**config.mk**
```make
export PLATFORM = sky130hd
export DESIGN_NAME = audio_frame_rx
export DESIGN_NICKNAME = d
export VERILOG_FILES = /design/src/rtl/afr_pkg.sv /design/src/rtl/afr_sync.sv /design/src/rtl/afr_framer.sv /design/src/rtl/afr_unpack.sv /design/src/rtl/audio_frame_rx.sv
export SDC_FILE = /design/constraint.sdc
export NUM_CORES = 1
export LEC_CHECK = 0
export BUFFER_PORTS_ARGS = -buffer_cell sky130_fd_sc_hd__buf_2
export CAP_MARGIN = 20
export CORE_ASPECT_RATIO = 0.8
export CORE_MARGIN = 1.5
export CORE_UTILIZATION = 38
export CTS_CLUSTER_DIAMETER = 30
export DETAILED_ROUTE_END_ITERATION = 6
export MAX_ROUTING_LAYER = met4
export SLEW_MARGIN = 30
export SYNTH_ARGS = -nofsm -noshare
export SYNTH_HDL_FRONTEND = slang
export SYNTH_SLANG_ARGS = --single-unit
```
**constraint.sdc**
```tcl
create_clock -name clk -period 5.7 [get_ports clk]
set_input_delay 0.285 -clock clk [delete_from_list [all_inputs] [get_ports clk]]
set_output_delay 0.285 -clock clk [all_outputs]
set_load 0.05 [all_outputs]
```
**src/rtl/afr_pkg.sv**
```systemverilog
package afr_pkg;

    localparam int NLINE   = 3;
    localparam int NCH     = 2 * NLINE;
    localparam int WORD    = 24;
    localparam int IDXW    = 9;
    localparam int SLOTW   = $clog2(NCH + 2);
    localparam int POSW    = $clog2(WORD + 8);
    localparam int TDM_SW  = 32;
    localparam int TDM_LEN = 256;
    localparam int RJ_SHORT = 16;

    typedef enum logic [2:0] {
        FMT_LJ24  = 3'd0,
        FMT_I2S24 = 3'd1,
        FMT_RJ16  = 3'd2,
        FMT_RJ24  = 3'd3,
        FMT_OL20  = 3'd4,
        FMT_OL24  = 3'd5,
        FMT_TDM32 = 3'd6,
        FMT_RSVD  = 3'd7
    } fmt_e;

    typedef logic [WORD-1:0] word_t;

    typedef struct packed {
        logic             en;
        logic [SLOTW-1:0] slot;
        logic [POSW-1:0]  pos;
    } place_t;

    // one bit-clock event as seen by the unpacker
    typedef struct packed {
        logic             ev;
        logic             bnd;
        logic             close;
        logic             close_right;
        logic             right;
        logic             resync;
        logic [IDXW-1:0]  idx;
        logic [NLINE-1:0] sd;
    } tick_t;

    function automatic logic is_i2s(fmt_e f);
        return (f == FMT_I2S24) || (f == FMT_RSVD);
    endfunction

    function automatic logic is_rj(fmt_e f);
        return (f == FMT_RJ16) || (f == FMT_RJ24);
    endfunction

    function automatic logic is_serial(fmt_e f);
        return (f == FMT_OL20) || (f == FMT_OL24) || (f == FMT_TDM32);
    endfunction

    // frame-clock level that marks the left half
    function automatic logic left_level(fmt_e f);
        return !is_i2s(f);
    endfunction

    function automatic word_t rj_align(fmt_e f, word_t sh);
        if (f == FMT_RJ16)
            return {sh[RJ_SHORT-1:0], {(WORD-RJ_SHORT){1'b0}}};
        return sh;
    endfunction

    function automatic place_t place_stereo(fmt_e f, logic [IDXW-1:0] idx,
                                            logic right, int line);
        place_t p;
        int k;
        k      = int'(idx) - (is_i2s(f) ? 1 : 0);
        p.en   = (k >= 0) && (k < WORD);
        p.pos  = POSW'(k);
        p.slot = SLOTW'(line + (right ? NLINE : 0));
        return p;
    endfunction

    function automatic place_t place_serial(fmt_e f, logic [IDXW-1:0] idx,
                                            logic right);
        place_t p;
        int i;
        int w;
        int s;
        int k;
        i = int'(idx);
        p = '0;
        if (f == FMT_TDM32) begin
            s = i / TDM_SW;
            k = i % TDM_SW;
            p.en   = (i < TDM_LEN) && (s < NCH) && (k < WORD);
            p.slot = SLOTW'(s);
            p.pos  = POSW'(k);
        end else begin
            w = (f == FMT_OL20) ? 20 : WORD;
            if (i < w) begin
                s = 0; k = i;
            end else if (i < 2 * w) begin
                s = 1; k = i - w;
            end else begin
                s = 2; k = i - 2 * w;
            end
            p.en   = (i < NLINE * w);
            p.slot = SLOTW'(s + (right ? NLINE : 0));
            p.pos  = POSW'(k);
        end
        return p;
    endfunction

endpackage

```
**src/rtl/afr_sync.sv**
```systemverilog
module afr_sync #(
    parameter int STAGES = 2,
    parameter int W      = 5
) (
    input  logic         clk,
    input  logic         rst,
    input  logic [W-1:0] din,
    output logic [W-1:0] dout,
    output logic         rise0
);
    logic [STAGES-1:0][W-1:0] st;
    logic                     last0;

    always_ff @(posedge clk) begin
        if (rst) begin
            st    <= '0;
            last0 <= 1'b0;
        end else begin
            st[0] <= din;
            for (int i = 1; i < STAGES; i++) st[i] <= st[i-1];
            last0 <= st[STAGES-1][0];
        end
    end

    assign dout  = st[STAGES-1];
    assign rise0 = st[STAGES-1][0] & ~last0;

    // a bit-clock rise is a single-cycle event
    a_r2_rise_gap: assert property (@(posedge clk) disable iff (rst)
        rise0 |=> !rise0);

endmodule

```
**src/rtl/afr_framer.sv**
```systemverilog
module afr_framer
    import afr_pkg::*;
(
    input  logic             clk,
    input  logic             rst,
    input  fmt_e             fmt,
    input  logic             rise,
    input  logic             fck,
    input  logic [NLINE-1:0] sd,
    output tick_t            tk
);
    fmt_e            fmt_q;
    logic            fck_q;
    logic            primed;
    logic            synced;
    logic            right_q;
    logic [IDXW-1:0] idx_q;

    logic chg;
    logic bnd;
    logic new_right;

    always_comb begin
        chg       = (fmt != fmt_q);
        new_right = (fmt == FMT_TDM32) ? 1'b1 : (fck != left_level(fmt));
        bnd       = rise && !chg && primed && (fck != fck_q) &&
                    ((fmt == FMT_TDM32) ? fck : 1'b1);
        tk.ev          = rise && !chg && primed && (synced || bnd);
        tk.bnd         = bnd;
        tk.close       = bnd && synced;
        tk.close_right = right_q;
        tk.right       = bnd ? new_right : right_q;
        tk.resync      = chg;
        tk.idx         = bnd ? '0 : idx_q;
        tk.sd          = sd;
    end

    always_ff @(posedge clk) begin
        if (rst) begin
            fmt_q   <= fmt;
            fck_q   <= 1'b0;
            primed  <= 1'b0;
            synced  <= 1'b0;
            right_q <= 1'b0;
            idx_q   <= '0;
        end else if (chg) begin
            fmt_q  <= fmt;
            primed <= 1'b0;
            synced <= 1'b0;
        end else if (rise) begin
            fck_q  <= fck;
            primed <= 1'b1;
            if (bnd) begin
                synced  <= 1'b1;
                right_q <= new_right;
                idx_q   <= IDXW'(1);
            end else if (idx_q != '1) begin
                idx_q <= idx_q + 1'b1;
            end
        end
    end

endmodule

```
**src/rtl/afr_unpack.sv**
```systemverilog
module afr_unpack
    import afr_pkg::*;
(
    input  logic                clk,
    input  logic                rst,
    input  fmt_e                fmt,
    input  tick_t               tk,
    output logic                vld,
    output logic [NCH*WORD-1:0] smp
);
    word_t acc [NCH];
    word_t fin [NCH];
    word_t nxt [NCH];
    logic [NLINE-1:0][WORD-1:0] rj_w;
    logic   left_ok;
    logic   frame_done;
    place_t ps;
    place_t pst;

    // per-line shift register holding the most recent bits of the half
    for (genvar g = 0; g < NLINE; g++) begin : g_line
        word_t sh;
        always_ff @(posedge clk) begin
            if (rst)         sh <= '0;
            else if (tk.bnd) sh <= {{(WORD-1){1'b0}}, tk.sd[g]};
            else if (tk.ev)  sh <= {sh[WORD-2:0], tk.sd[g]};
        end
        assign rj_w[g] = rj_align(fmt, sh);
    end

    always_comb begin
        ps  = '0;
        pst = '0;
        for (int c = 0; c < NCH; c++) fin[c] = acc[c];
        if (tk.close && is_rj(fmt))
            for (int l = 0; l < NLINE; l++)
                fin[l + (tk.close_right ? NLINE : 0)] = rj_w[l];

        for (int c = 0; c < NCH; c++) begin
            nxt[c] = fin[c];
            if (tk.bnd && ((fmt == FMT_TDM32) || ((c >= NLINE) == tk.right)))
                nxt[c] = '0;
        end

        if (tk.ev && !is_rj(fmt)) begin
            if (is_serial(fmt)) begin
                ps = place_serial(fmt, tk.idx, tk.right);
                if (ps.en) nxt[ps.slot][WORD-1-int'(ps.pos)] = tk.sd[0];
            end else begin
                for (int l = 0; l < NLINE; l++) begin
                    pst = place_stereo(fmt, tk.idx, tk.right, l);
                    if (pst.en) nxt[pst.slot][WORD-1-int'(pst.pos)] = tk.sd[l];
                end
            end
        end

        frame_done = tk.close &&
                     ((fmt == FMT_TDM32) || (tk.close_right && left_ok));
    end

    always_ff @(posedge clk) begin
        if (rst) begin
            for (int c = 0; c < NCH; c++) acc[c] <= '0;
            left_ok <= 1'b0;
            vld     <= 1'b0;
            smp     <= '0;
        end else begin
            for (int c = 0; c < NCH; c++) acc[c] <= nxt[c];
            vld <= frame_done;
            if (frame_done)
                for (int c = 0; c < NCH; c++) smp[c*WORD +: WORD] <= fin[c];
            if (tk.resync)     left_ok <= 1'b0;
            else if (tk.close) left_ok <= !tk.close_right;
        end
    end

    // strobe lasts one cycle
    a_r10_single_pulse: assert property (@(posedge clk) disable iff (rst)
        vld |=> !vld);

    // samples only move together with the strobe
    a_r10_hold: assert property (@(posedge clk) disable iff (rst)
        !vld |-> $stable(smp));

    // a stereo or one-line frame needs its left half first
    a_r10_left_first: assert property (@(posedge clk) disable iff (rst)
        (vld && $past(fmt) != FMT_TDM32) |-> $past(left_ok));

endmodule

```
**src/rtl/audio_frame_rx.sv**
```systemverilog
module audio_frame_rx
    import afr_pkg::*;
#(
    parameter int SYNC_STAGES = 2
) (
    input  logic                clk,
    input  logic                rst,
    input  logic [2:0]          fmt_sel,
    input  logic                bclk,
    input  logic                fclk,
    input  logic [NLINE-1:0]    sdin,
    output logic                smp_valid,
    output logic [NCH*WORD-1:0] smp_data
);
    localparam int SYNC_W = NLINE + 2;

    fmt_e              fmt;
    logic [SYNC_W-1:0] raw;
    logic [SYNC_W-1:0] synced;
    logic              rise;
    tick_t             tk;

    assign fmt = fmt_e'(fmt_sel);
    assign raw = {sdin, fclk, bclk};

    afr_sync #(.STAGES(SYNC_STAGES), .W(SYNC_W)) u_sync (
        .clk  (clk),
        .rst  (rst),
        .din  (raw),
        .dout (synced),
        .rise0(rise)
    );

    afr_framer u_framer (
        .clk (clk),
        .rst (rst),
        .fmt (fmt),
        .rise(rise),
        .fck (synced[1]),
        .sd  (synced[SYNC_W-1:2]),
        .tk  (tk)
    );

    afr_unpack u_unpack (
        .clk(clk),
        .rst(rst),
        .fmt(fmt),
        .tk (tk),
        .vld(smp_valid),
        .smp(smp_data)
    );

    // a format change never produces a strobe on the next cycle
    a_r11_resync_quiet: assert property (@(posedge clk) disable iff (rst)
        (fmt_sel != $past(fmt_sel)) |=> !smp_valid);

endmodule

```
# Word-level counts from Yosys, hierarchy flattened
# Memory sizes are Yosys's and may differ from the RTL's.
# Cells that the tools add are included.
dict set report totals {
  reg_bits 245
  wordCells 215
  in_bits 10
  output_inout_bits 145
  memories 1
  ramBits 144
}
dict set report op_classes {
  muxes 86
  add_sub_neg 11
  n_bitwise 17
  n_eq_ne 11
  n_mul 1
  order_cmp 26
  reduce_logical 44
}
# memory words word_bits rd rd_clocked_by_memory_dff wr line
set memory_table {}
lappend memory_table {u_unpack.acc 6 24 6 0 6 afr_unpack.sv:11} ;# word_t acc [NCH];
# op count
set ops {}
lappend ops {{two-way mux 144 bit} 11}
lappend ops {{bitwise mux 144 bit} 7}
lappend ops {{two-way mux 24 bit} 25}
lappend ops {{demux 24 bit (select 3 bit)} 7}
lappend ops {{greater-or-equal comparator 32 x 1 -> 1 bit, second input constant} 3}
lappend ops {{greater-or-equal comparator 32 x 4 -> 1 bit, second input constant} 3}
lappend ops {{< comparator 32 x 1 -> 1 bit, second input constant} 3}
lappend ops {{< comparator 32 x 7 -> 1 bit, second input constant} 2}
lappend ops {{inverter 32 bit} 2}
lappend ops {{two-way mux 9 bit} 6}
lappend ops {{adder 3 x 32 -> 32 bit, first input constant} 1}
lappend ops {{< comparator 10 x 32 -> 1 bit} 1}
lappend ops {{< comparator 32 x 6 -> 1 bit, second input constant} 1}
lappend ops {{multiplier 3 x 32 -> 32 bit, first input constant} 1}
lappend ops {{inverter 2 -> 32 bit} 1}
lappend ops {{logical AND 1 bit} 24}
lappend ops {{greater-or-equal comparator 4 bit, second input constant} 4}
lappend ops {{< comparator 4 x 1 -> 1 bit, second input constant} 4}
lappend ops {{two-way mux 1 bit} 16}
lappend ops {{two-way mux 3 bit} 5}
lappend ops {{equality test 3 bit, second input constant} 4}
lappend ops {{inverter 3 -> 4 bit} 3}
lappend ops {{subtractor 5 x 5 -> 6 bit, first input constant} 2}
lappend ops {{demux 1 bit (select 5 bit)} 2}
lappend ops {{other kinds (30)} 58}

# Longest topological paths before layout
dict set report depth {
  ltp_word 29
  mapped_depth 25
  ltp_nobuf 20
}

# Hierarchy
# From an unflattened synthesis, not the netlist that was laid out.
dict set report hier_totals {
  cells_unflattened 2845
  hier_area_um2 22004.9
}
# mod cells_per_inst n_inst seq_area_each_um2 area_per_inst_um2
set modules_own_cells {}
lappend modules_own_cells {afr_unpack 2699 1 7247.0 20617.3}
lappend modules_own_cells {afr_framer 117 1 350.3 1006.0}
lappend modules_own_cells {afr_sync 29 1 220.2 381.6}

# Least setup slack after synthesis
# OpenSTA, ideal clock, no wires.
dict set report synth_path {
  path_kind {input to register}
  from {in fmt_sel[0]}
  to {mem u_unpack.acc[0][82] (netlist bit)}
  path_buffers 4
  slack_ps 812
  required_time_ps 5572
  setup_time_ps 128
  cell_stages 20
  arrival_ps 4761
  path_cell_list {buf_4 xor2_1 or4_4 nor2_2 buf_2 nor2_1 ha_1 a211oi_1 o211a_1 nor2_1 o211ai_1 nand2_1 ha_1 or3_1 o31a_1 buf_2 buf_2 o41ai_1 mux2i_1 nor2_1}
}
# element line
set synth_lines {}
lappend synth_lines {{start: declaration} audio_frame_rx.sv:8} ;# input logic [2:0] fmt_sel,
lappend synth_lines {{end: declaration} afr_unpack.sv:11}

==> flow_summary.toml <==
[power]
power.net_switching_uw = 2078
power_frac_clock_pct = 62.6
power_frac_comb_pct = 5.3
p_seq_share_pct = 32.1
total_power_uw = 8572
ir_drop_uv = 248.8
internal_power_uw = 6494
power_density_mw_per_mm2 = 312.8
static-leakage-power_uw = 0.009875
power_switching_share_pct = 24.24

[place]
dp.final_hpwl_um = 90000
gp_congestion = 1.065
io_buffer_count = 154
dpl_cell_area_mm2 = 0.02413

[cts]
clock_buffer_count_from_cts = 91
cts.sinks = 389
tritoncts = "yes"
clock-root-buffer = "clkbuf_16"
cts_max_level = 3
clk_latency_ns = 0.65
cts.clk_slew.worst_paths_ns = 0.05
clockBufferDepth = 3

[layout]
syn_to_final_growth_pct = 25.04
numnets_final = 3086
drive_gt1_share_pct = 18.54
final_design_area_no_fill_mm2 = 0.02740

[worst_setup_path]
critical_path.max_fanout = 46
critPathCaptureType = "flip-flop"
required_time_reported_for_the_critical_path_endpoint_ns = 6.23
cp_top_family = "simple AND/OR/NAND/NOR gates"
crit_path_cell_trace = "xor2_1 -> or4_4 -> nor2_2 -> nor2_1 -> buf_4 -> ha_1 -> a211oi_1 -> o211a_1 -> nor2_1 -> o211ai_1 -> nand2_1 -> ha_1 -> or3_1 -> o31a_2 -> buf_12 -> nor3_2 -> buf_4 -> a221oi_1 -> a221oi_1"
worstSetupStartpointType = "flip-flop"
critical-path-max-stage-delay_ns = 0.63
critPathBufInv = 3
cp_data_arrival_time_ns = 5.88
setup.reg_to_reg.worst_slack_ns = 0.35
worst-setup-path-type = "reg2reg"
cpMaxStageDelayCell = "or4_4"

[synthesis]
synth-edff-count = 3
synth.ff_latch_count = 389
yosysTopAreaCellShare_pct = 35.26
synth_nets = 2939
synth.yosys.warnings = 0
synth_cell_type_count = 91
synthCells = 2911
avgSynthCellArea_um2 = 7.528
synth_area_mm2 = 0.02191
synth.yosys.seq_area_share_pct = 35.67
synth_top_cells_by_area = "dfxtp_1 (35%), nand2_1 (9.3%), a21oi_1 (6.9%)"
yosys_most_used_dff = "dfxtp_1"
synth_area_leader_cell = "dfxtp_1"
ys_async_sr_fraction_pct = 0

[sta]
layout_worst_path_cycle_share_pct = 93.84
setup_viol_count_final = 0
normalized_max_slew_margin_pct = 26.99
fin_setup_tns_ns = 0
post-route-min-period_ns = 5.349
report.final.hold_viol_count = 0
fmaxAchievable_ghz = 0.1870
finalMaxSlewViolations = 0
rsz_0062_raised_after_global_routing = "no"
timing.clock.skew_ns = 0.03173
worst_slew_pin_slew_ns = 1.084

[floorplan]
std_cell_rows = 78
die_area_mm2 = 0.05913
die_h_um = 217.8
io-pin-count = 155
floorplan.initialDensity_pct = 38.58
die-width_um = 271.5
floorplan.core_area_mm2 = 0.05680

[drt]
dr_drc_count = 0
routed-via-count = 25709
wl_um = 128100
route.antenna.remaining_nets = 0
vias_per_cell = 6.607
detailedRoute.firstIterationViolations = 3773
detailedRoute.firstPassIterationCount = 6
wl_per_cell_um = 32.91

[grt]
all_layer_global_routing_usage_pct = 43.48
via_count_of_the_first_global_routing_pass = 23671
grt_antenna_before_repair = 4
grt_first_pass_wirelength_um = 179200
global_route.overflow_total = 0
pin_count_of_the_biggest_net_entering_global_routing = 95

[status]
run_status = "finished clean"

[min_path]
worst_hold_path_type = "in2reg"

[run]
timing.max_cap.violations = 0
layer usage:
layer | wire [µm] | vias to the layer above | part of all wire [%] | GRT usage, %
met5 | 0 | - | 0 | -
met4 | 7147 | 0 | 5.6 | 20.83
met3 | 16360 | 419 | 13 | 12.43
met2 | 50860 | 1934 | 40 | 58.98
met1 | 53700 | 12349 | 42 | 58.68
li1 | - | 11007 | - | -
worst reg2reg max path, delay by kind of cell, from the launching register on:
kind / cells / cell delay [ns]
AND/OR/NAND/NOR: 7 / 2.02
AO/OA/AOI/OAI: 6 / 1.56
buffers and inverters: 3 / 0.63
adder cells (fa/ha/maj): 2 / 0.49
flip-flops: 1 / 0.38
XOR/XNOR: 1 / 0.18
synth_stat cells (14+ instances only):
master / count
a311oi_1: 42
a32oi_1: 14
a221oi_1: 19
o221ai_1: 14
nor2b_1: 20
mux2i_1: 88
buf_2: 42
nand4_1: 71
o32ai_1: 20
clkbuf_1: 215
nor4_1: 43
buf_1: 21
nand2b_1: 18
nor2_1: 222
nand2_1: 543
or3_1: 16
ha_1: 16
nor3_1: 57
o21ai_0: 117
a31oi_1: 38
dfxtp_1: 386
a21oi_1: 302
a211oi_1: 54
o31ai_1: 24
o211ai_1: 23
o22ai_1: 18
inv_1: 21
nand3_1: 102
and3_1: 28
mux2_2: 27
and2_1: 30
and4_1: 18
layout make-up:
| cell class | count | area (µm²) |
|---|---|---|
| Tap cell | 760 | 950.9 |
| Fill cell | 5709 | 29400 |
| Clock buffer | 118 | 2521 |
| Antenna cell | 2 | 5.005 |
| Clock inverter | 46 | 645.6 |
| Multi-Input combinational cell | 2214 | 13010 |
| Timing Repair Buffer | 338 | 2360 |
| Sequential cell | 389 | 7818 |
| Inverter | 24 | 90.09 |
final timing paths:
path	from	to	depth (start not counted)
worst min-delay path	fmt_sel[1]	u_framer.fmt_q[1]	1
worst min register to register	u_sync.st[1]	u_sync.dout[1]	1
worst max register to register	u_framer.fmt_q[1]	u_unpack.acc[0][65]	19
worst max-delay path	u_framer.fmt_q[1]	u_unpack.acc[0][65]	19
metrics by stage:
step	worst slack (ns)	utilization [%]	hold WS, ns	instances
floorplan	0.8119	-	0.3839	2911
global placement	0.1442	42.45	0.4166	3717
detailed placement	0.1477	42.48	0.4204	3718
CTS	0.2475	48.16	0.003306	3888
global route	0.02299	48.24	0.03572	3890
finish	0.3513	48.24	0.02538	3891
cell usage in the layout, fill, tap and decap left out, types with 14 or more instances in the layout:
cell type / Yosys / layout
nand2_1: 543 / 541
dfxtp_1: 386 / 386
a21oi_1: 302 / 300
nor2_1: 222 / 216
buf_4: 3 / 163
buf_2: 42 / 153
o21ai_0: 117 / 116
nand3_1: 102 / 102
clkbuf_16: 0 / 93
mux2i_1: 88 / 88
nand4_1: 71 / 71
nor3_1: 57 / 56
a211oi_1: 54 / 53
a311oi_1: 42 / 42
a31oi_1: 38 / 38
nor4_1: 43 / 38
and2_1: 30 / 29
and3_1: 28 / 28
mux2_2: 27 / 27
o31ai_1: 24 / 24
o211ai_1: 23 / 23
inv_1: 21 / 21
nor2b_1: 20 / 20
o32ai_1: 20 / 20
a221oi_1: 19 / 19
nand2b_1: 18 / 18
and4_1: 18 / 18
o22ai_1: 18 / 18
clkinv_2: 0 / 18
ha_1: 16 / 16
clkbuf_1: 215 / 15
a32oi_1: 14 / 14
or3_1: 16 / 14
o221ai_1: 14 / 14
state kept, by name, indices dropped and copies added (netlist names):
signal and flops:
u_unpack.g_line.sh 72, u_unpack.smp 144, u_unpack.left_ok 1, u_framer.fck_q 1
u_framer.synced 1, u_framer.primed 1, u_sync.st 5, u_framer.idx_q 9
u_sync.last0 1, u_framer.fmt_q 3, u_sync.dout 5, u_framer.right_q 1
u_unpack.acc 144, u_unpack.vld 1
power groups by stage:
stage | clock network [µW] | registers (µW) | logic [µW]
final | 5370 | 2750 | 451
after global routing | 5540 | 2750 | 452
after CTS | 5390 | 2750 | 424
after detailed placement | 0 | 2800 | 420
after global placement | 0 | 2800 | 422
after floorplan | 0 | 2800 | 218
what timing repair did:
item                                    CTS  global route
hold endpoints to repair                  6             0
buffers inserted                          0             0
endpoints found under the setup margin    0             2
hold buffers                              6             0
gates resized for setup                   0             2
kinds of logic (layout without fill, tap and decap cells):
| kind of cell | count (synthesis) | in the layout | share of synthesized area [%] |
|---|---|---|---|
| simple gates | 1221 | 1221 | 26.19 |
| mux | 116 | 116 | 5.470 |
| buf+inv | 308 | 526 | 5.669 |
| fa+ha+maj | 18 | 18 | 1.096 |
| other cells | 0 | 2 | 0 |
| flops | 389 | 389 | 35.67 |
| compound gates | 847 | 847 | 25.42 |
| xor+xnor | 12 | 12 | 0.4796 |
Note: power is estimated with default switching activity, not from simulation.
